**src/rtl/rsc_pkg.sv**
```systemverilog
package rsc_pkg;
    localparam int N_SRC   = 4;
    localparam int FIELD_W = 2;
    localparam int POL_W   = N_SRC * FIELD_W;
    localparam int CAUSE_W = N_SRC + 1;
    localparam int DATA_W  = 32;
    localparam logic [FIELD_W-1:0] POL_SYS = 2'h2;
    localparam logic [POL_W-1:0]   POL_RST = '1;
    localparam logic [DATA_W-1:0]  POL_RSVD_RD = 32'h00FF_FF00;

    typedef enum logic [1:0] {
        ST_IDLE = 2'd0,
        ST_SYS  = 2'd1,
        ST_SIM  = 2'd2
    } rsc_state_t;
endpackage

```
**src/rtl/rsc_sync.sv**
```systemverilog
module rsc_sync #(
    parameter int N      = 4,
    parameter int STAGES = 2
) (
    input  logic         clk,
    input  logic         por_n,
    input  logic [N-1:0] req_async,
    output logic [N-1:0] rise
);
    for (genvar i = 0; i < N; i++) begin : g_src
        logic [STAGES-1:0] chain;
        logic              last;
        always_ff @(posedge clk or negedge por_n) begin
            if (!por_n) begin
                chain <= '0;
                last  <= 1'b0;
            end else begin
                chain <= {chain[STAGES-2:0], req_async[i]};
                last  <= chain[STAGES-1];
            end
        end
        assign rise[i] = chain[STAGES-1] & ~last;


        edge_single_chk: assert property (@(posedge clk) disable iff (!por_n)
            rise[i] |=> !rise[i]);
    end
endmodule

```
**src/rtl/rsc_policy.sv**
```systemverilog
module rsc_policy
    import rsc_pkg::*;
(
    input  logic             clk,
    input  logic             por_n,
    input  logic             wr_en,
    input  logic [POL_W-1:0] wdata,
    output logic [POL_W-1:0] pol_q,
    output logic [N_SRC-1:0] sim_mask
);
    always_ff @(posedge clk or negedge por_n) begin
        if (!por_n) pol_q <= POL_RST;
        else if (wr_en) pol_q <= wdata;
    end

    for (genvar i = 0; i < N_SRC; i++) begin : g_dec
        assign sim_mask[i] = (pol_q[i*FIELD_W +: FIELD_W] != POL_SYS);
    end


    policy_hold_chk: assert property (@(posedge clk) disable iff (!por_n)
        !wr_en |=> $stable(pol_q));
endmodule

```
**src/rtl/rsc_cause.sv**
```systemverilog
module rsc_cause
    import rsc_pkg::*;
(
    input  logic               clk,
    input  logic               por_n,
    input  logic [N_SRC-1:0]   set_src,
    input  logic               clr_en,
    input  logic [CAUSE_W-1:0] clr_bits,
    output logic [CAUSE_W-1:0] cause_q
);
    logic [CAUSE_W-1:0] set_v, clr_v;
    assign set_v = {set_src, 1'b0};
    assign clr_v = clr_en ? clr_bits : '0;

    always_ff @(posedge clk or negedge por_n) begin
        if (!por_n) cause_q <= CAUSE_W'(1);
        else        cause_q <= (cause_q & ~clr_v) | set_v;
    end


    clear_chk: assert property (@(posedge clk) disable iff (!por_n)
        1'b1 |=> ((cause_q & $past(clr_v & ~set_v)) == '0));

    set_chk: assert property (@(posedge clk) disable iff (!por_n)
        1'b1 |=> ((cause_q & $past(set_v)) == $past(set_v)));
endmodule

```
**src/rtl/rst_src_ctrl.sv**
```systemverilog
module rst_src_ctrl
    import rsc_pkg::*;
(
    input  logic        clk,
    input  logic        por_n,
    input  logic        req_ext,
    input  logic        req_bor,
    input  logic        req_wd0,
    input  logic        req_wd1,
    input  logic        bor_irq_mode,
    input  logic        bus_sel,
    input  logic        bus_wr,
    input  logic [1:0]  bus_addr,
    input  logic [31:0] bus_wdata,
    output logic [31:0] bus_rdata,
    output logic        sys_rst_pulse,
    output logic        sim_por_pulse
);
    localparam int BOR_IDX = 1;

    logic [N_SRC-1:0]   rise, ev, sim_mask;
    logic [POL_W-1:0]   pol_q;
    logic [CAUSE_W-1:0] cause_q;
    logic               any_sim, any_sys;
    rsc_state_t         state_q, state_d;

    rsc_sync #(.N(N_SRC), .STAGES(2)) u_sync (
        .clk(clk), .por_n(por_n),
        .req_async({req_wd1, req_wd0, req_bor, req_ext}),
        .rise(rise)
    );

    always_comb begin
        ev = rise;
        if (bor_irq_mode) ev[BOR_IDX] = 1'b0;
    end

    rsc_policy u_pol (
        .clk(clk), .por_n(por_n),
        .wr_en(bus_sel && bus_wr && bus_addr == 2'd0),
        .wdata(bus_wdata[POL_W-1:0]),
        .pol_q(pol_q), .sim_mask(sim_mask)
    );

    rsc_cause u_cause (
        .clk(clk), .por_n(por_n), .set_src(ev),
        .clr_en(bus_sel && bus_wr && bus_addr == 2'd1),
        .clr_bits(bus_wdata[CAUSE_W-1:0]),
        .cause_q(cause_q)
    );

    assign any_sim = |(ev & sim_mask);
    assign any_sys = |(ev & ~sim_mask);

    always_comb begin
        if (any_sim)      state_d = ST_SIM;
        else if (any_sys) state_d = ST_SYS;
        else              state_d = ST_IDLE;
    end

    always_ff @(posedge clk or negedge por_n) begin
        if (!por_n) state_q <= ST_IDLE;
        else        state_q <= state_d;
    end

    always_comb begin
        sys_rst_pulse = 1'b0;
        sim_por_pulse = 1'b0;
        unique case (state_q)
            ST_IDLE: ;
            ST_SYS:  sys_rst_pulse = 1'b1;
            ST_SIM:  sim_por_pulse = 1'b1;
            default: ;
        endcase
    end

    always_comb begin
        unique case (bus_addr)
            2'd0:    bus_rdata = POL_RSVD_RD | DATA_W'(pol_q);
            2'd1:    bus_rdata = DATA_W'(cause_q);
            default: bus_rdata = '0;
        endcase
    end


    out_excl_chk: assert property (@(posedge clk) disable iff (!por_n)
        !(sys_rst_pulse && sim_por_pulse));

    sim_wins_chk: assert property (@(posedge clk) disable iff (!por_n)
        any_sim |=> sim_por_pulse);

    bor_mask_chk: assert property (@(posedge clk) disable iff (!por_n)
        (bor_irq_mode && rise == 4'b0010) |=> (!sys_rst_pulse && !sim_por_pulse));

    pulse_cause_chk: assert property (@(posedge clk) disable iff (!por_n)
        (sys_rst_pulse || sim_por_pulse) |-> (cause_q[CAUSE_W-1:1] != '0));
endmodule

```
**config.mk**
```make
export PLATFORM = sky130hd
export DESIGN_NAME = rst_src_ctrl
export DESIGN_NICKNAME = d
export VERILOG_FILES = /design/src/rtl/rsc_pkg.sv /design/src/rtl/rsc_sync.sv /design/src/rtl/rsc_policy.sv /design/src/rtl/rsc_cause.sv /design/src/rtl/rst_src_ctrl.sv
export SDC_FILE = /design/constraint.sdc
export NUM_CORES = 1
export LEC_CHECK = 0
export BUFFER_PORTS_ARGS = -buffer_cell sky130_fd_sc_hd__buf_2
export CAP_MARGIN = 20
export CELL_PAD_IN_SITES_DETAIL_PLACEMENT = 0
export CELL_PAD_IN_SITES_GLOBAL_PLACEMENT = 2
export CORE_UTILIZATION = 27
export CTS_CLUSTER_SIZE = 24
export DETAILED_ROUTE_END_ITERATION = 16
export PLACE_DENSITY_LB_ADDON = 0.2
export SYNTH_ARGS = -nofsm -noshare
export SYNTH_HDL_FRONTEND = slang
export SYNTH_SLANG_ARGS = --single-unit
```
**constraint.sdc**
```tcl
create_clock -name clk -period 2.1 [get_ports clk]
set_input_delay 0.42 -clock clk [delete_from_list [all_inputs] [get_ports clk]]
set_output_delay 0.42 -clock clk [all_outputs]
set_load 0.02 [all_outputs]
```
* Word-level counts from Yosys, hierarchy flattened
Index checks and enable logic that the tools add are counted.
Word-level totals: output and inout bits 34, word-level logic and storage cells 45, bits in registers 27
Cells by class: mux-type cells 7, reductions and logical operators 6, bitwise gates (word level) 14, equal/unequal tests 7
Operators with widths (number):
- $pmux 24 s2 | 1
- $and 4x4->4 | 2
- $ne 2x2->1 const B | 4
- $reduce_or 4->1 | 2
- $and 5x5->5 | 1
- $mux 5 | 1
- $not 5->5 | 1
- $or 5x5->5 | 1
- $and 1x1->1 | 4
- $eq 2x1->1 const B | 2
- $mux 1 | 4
- $not 1->1 | 4
- $not 4->4 | 1
- $logic_and 1x1->1 | 3
- $eq 2x2->1 const B | 1
- $logic_not 2->1 | 1
- $mux 2 | 1

* Depth between registers and ports, before layout
depth in word-level cells 7, mapped depth 5, mapped depth without buffers 3

* Cells and area by module
From an unflattened synthesis, not the netlist that was laid out.
Unflattened totals: cell total of the unflattened synthesis 106, area total of the unflattened synthesis 1307.5 um^2
By module, submodules not included:
- rst_src_ctrl | sequential area each 50.0 um^2, times used 1, area an instance 406.6 um^2, cells each 55
- rsc_policy | sequential area each 210.2 um^2, times used 1, area an instance 366.6 um^2, cells each 21
- rsc_sync | sequential area each 300.3 um^2, times used 1, area an instance 355.3 um^2, cells each 16
- rsc_cause | sequential area each 126.4 um^2, times used 1, area an instance 178.9 um^2, cells each 14

* Worst setup path before layout
OpenSTA, ideal clock, no wires.
path type input-to-reg, start point input port bus_addr[0], end point register u_pol.pol_q[0], stages 5, path buffers 2, required time 2018 ps, path slack 232 ps, data arrival time 1785 ps, cell sequence buf_6 > nor2_2 > and3_4 > buf_6 > mux2_4
Between the ends: cells in the longest elaborated chain, start to end 2
RTL lines:
- start: declaration | RTL line rst_src_ctrl.sv:13 | input logic [1:0] bus_addr,
- $logic_not 2->1 | RTL line rst_src_ctrl.sv:40 | .wr_en(bus_sel && bus_wr && bus_addr == 2'd0),
- $logic_and 1x1->1 | RTL line rst_src_ctrl.sv:40
- end signal: assignment | RTL line rsc_policy.sv:13 | else if (wr_en) pol_q <= wdata;
- end: declaration | RTL line rsc_policy.sv:8 | output logic [POL_W-1:0] pol_q,
Every way passes these cells. A chain may end at the register's enable or synchronous reset.

* Final worst setup path
start point input port bus_addr[1], end point output port bus_rdata[21]
Between the ends: cells in the longest elaborated chain, start to end 2, elaborated cells between the ends (all ways) 3
RTL lines:
- $eq 2x1->1 / $logic_not 2->1 (equally long branches) | RTL line rst_src_ctrl.sv:78 | unique case (bus_addr)
- $pmux 24 s2 * | RTL line rst_src_ctrl.sv:78
- end: declaration | RTL line rst_src_ctrl.sv:15 | output logic [31:0] bus_rdata,
Every way passes the cells marked *; elsewhere a longest branch is shown, timed or not.

==> results.json <==
{
  "area_delta_synth_final_pct": 13.1,
  "crit_fanout": 18,
  "ys_types": 24,
  "async_reset_ff_frac": 1.00,
  "peakVddDrop_mv": 0.247,
  "antenna_found_initial": 0,
  "gr-total-overflow": 0,
  "grt_pass1_vias": 804,
  "netlist_instances": 103,
  "cts_htree_levels": 1,
  "tns_ns": 0,
  "synthTopCellsByArea": "dfrtp_1 35%, dfstp_2 18%, buf_4 13%",
  "worstSkewPairLatency_ns": 0.27,
  "worst_slew_pin_slew_ns": 0.591,
  "synthTopCellsByCount": "23 x buf_4, 18 x dfrtp_1, 9 x dfstp_2, 8 x mux2_4",
  "grt_max_degree": 28,
  "fmax_mhz": 563,
  "critPathKind": "primary input to primary output",
  "postCtsSetupRepairBufs": 0,
  "cpMostUsedCell": "buf_2",
  "crit_chain": "buf_2 -> nor2_2 -> buf_4 -> buf_2",
  "initialDrtViolationCount": 48,
  "syn_area_um2": 1290,
  "drv_cap": 0,
  "endpoint_kind": "primary output",
  "viasPerCell": 4.26,
  "io_buffers": 44,
  "routedWlPerCell_um": 12.5,
  "status": "finished, violations left",
  "synth_top_area_frac": 0.350,
  "numCtsBuffers": 3,
  "n_antenna_cell": 0,
  "drive_gt1_frac": 0.500,
  "cts_tree": "yes",
  "clk_pin_slew_worst_paths_ns": 0.08,
  "io_pins": 77,
  "yosys_warnings": 0,
  "synth_edf_count": 0,
  "clock_sinks": 27,
  "critPathBufInv": 3,
  "relSlewSlack": 0.606,
  "holdWs_ns": 0.148,
  "ys_seq_area_frac": 0.534,
  "violations": "DRC",
  "grt_pass1_wl_um": 3860,
  "cts_resized": 0,
  "hold_class": "primary input to async pin",
  "track_usage": 0.100,
  "drv_slew": 0,
  "vias": 792,
  "power_leakage_nw": 0.727,
  "setup_viol": 0,
  "ys_ff_latch": 27,
  "rows": 24,
  "dieWidth_um": 71.1,
  "p_per_area_nw_per_um2": 816,
  "synth_flop_cell": "dfrtp_1",
  "start_kind": "primary input",
  "postRouteAntennaNets": 0,
  "place.gp.congestion": 0.674,
  "period_share": 0.846,
  "drtPass1Iterations": 10,
  "start_util": 0.288,
  "rsz0062_at_grt": "no",
  "crit_required_ns": 1.68,
  "drcViolationCount": 6,
  "drt_wl_total_um": 2320,
  "nNetsFinal": 178,
  "cts_buffer_depth": 2,
  "skew_ns": 0.00401,
  "cts_hold_buf": 0,
  "crit_family": "buffers and inverters",
  "core_area_um2": 4470,
  "dieArea_um2": 5050,
  "yosysMostFrequentCell": "buf_4",
  "cp.arrival_ns": 1.36,
  "crit_slowest_cell": "nor2_2",
  "root_buffer": "clkbuf_8",
  "final-hold-violation-count": 0,
  "die_h_um": 71.1,
  "syn_avg_cell_area_um2": 12.5,
  "synth_top_area_cell": "dfrtp_1",
  "slowest_delay_ns": 0.42,
  "period_needed_ns": 1.78
}
[area by class of cell]
class / count / area, µm²
fillers: 453 / 3020
flip-flops and latches: 27 / 687
multi-input cells: 57 / 428
repair buffers: 45 / 228
well taps: 52 / 65.1
clock buffers: 4 / 45.0
inverters: 1 / 3.75
[worst reg2reg max path, stage by stage, from the launching register on]
cell and delay, ns:
dfstp_2 0.56, nor4bb_1 0.06, or4_1 0.46, and3_1 0.19
[per-layer routing]
| metal | GRT usage | vias up | routed length (µm) |
|---|---|---|---|
| met5 | 0 | - | 0 |
| met1 | 0.130 | 380 | 1050 |
| li1 | - | 373 | - |
| met2 | 0.166 | 39 | 1130 |
| met4 | 0.0400 | 0 | 0 |
| met3 | 0.0199 | 0 | 147 |
[power breakdown]
part           leakage, nW  switching [mW]  total (mW)  internal, mW
Combinational        0.408           0.135       0.256         0.121
Clock               0.0228           0.151       0.287         0.136
Sequential           0.297          0.0417       0.646         0.604
[metrics by stage]
stage / worst slack (ns) / area [µm²] / instances / util / power [mW]
finish: 0.323 / 1460 / 186 / 0.326 / 1.19
floorplan: 0.232 / 1310 / 110 / - / 0.853
detailed placement: 0.280 / 1410 / 182 / 0.315 / 0.914
CTS: 0.291 / 1460 / 186 / 0.326 / 1.20
global route: 0.208 / 1460 / 186 / 0.326 / 1.26
global placement: 0.318 / 1410 / 182 / 0.315 / 0.908
[cell families after synthesis]
family,synth area share
other,0.00291
buffers and inverters,0.155
AND/OR/NAND/NOR,0.136
flip-flops,0.534
multiplexers,0.132
AO/OA/AOI/OAI,0.0408
[final timing paths]
check | startpoint | end | slack, ns | depth (start not counted)
max | bus_addr[1] | bus_rdata[21] | 0.32 | 4
min | por_n | state_q[1] | 0.15 | 1
max reg2reg | u_pol.pol_q[6] | state_q[0] | 0.72 | 3
min reg2reg | u_sync.g_src[1].chain[0] | u_sync.g_src[1].chain[1] | 0.35 | 0
max in group asynchronous | por_n | u_cause.cause_q[4] | 1.57 | 1
min in group clk | req_wd1 | u_sync.g_src[3].chain[0] | 0.25 | 1
[registers in the layout, indices dropped and copies added (netlist names)]
signal / cells
state_q: 2
u_cause.cause_q: 5
u_pol.pol_q: 8
u_sync.g_src.chain: 8
u_sync.g_src.last: 4
[cell usage in the layout (no fill, tap or decap), types with 2 or more instances in the layout]
cell,n
buf_2,44
dfrtp_1,18
dfstp_2,9
mux2_4,8
conb_1,8
mux2i_1,5
nor2_1,5
nor2b_1,5
nand2_1,5
a21o_1,4
and2_1,3
nand2b_1,3
clkbuf_8,3
nor4bb_1,2
Power figures use the tool's default switching activity.
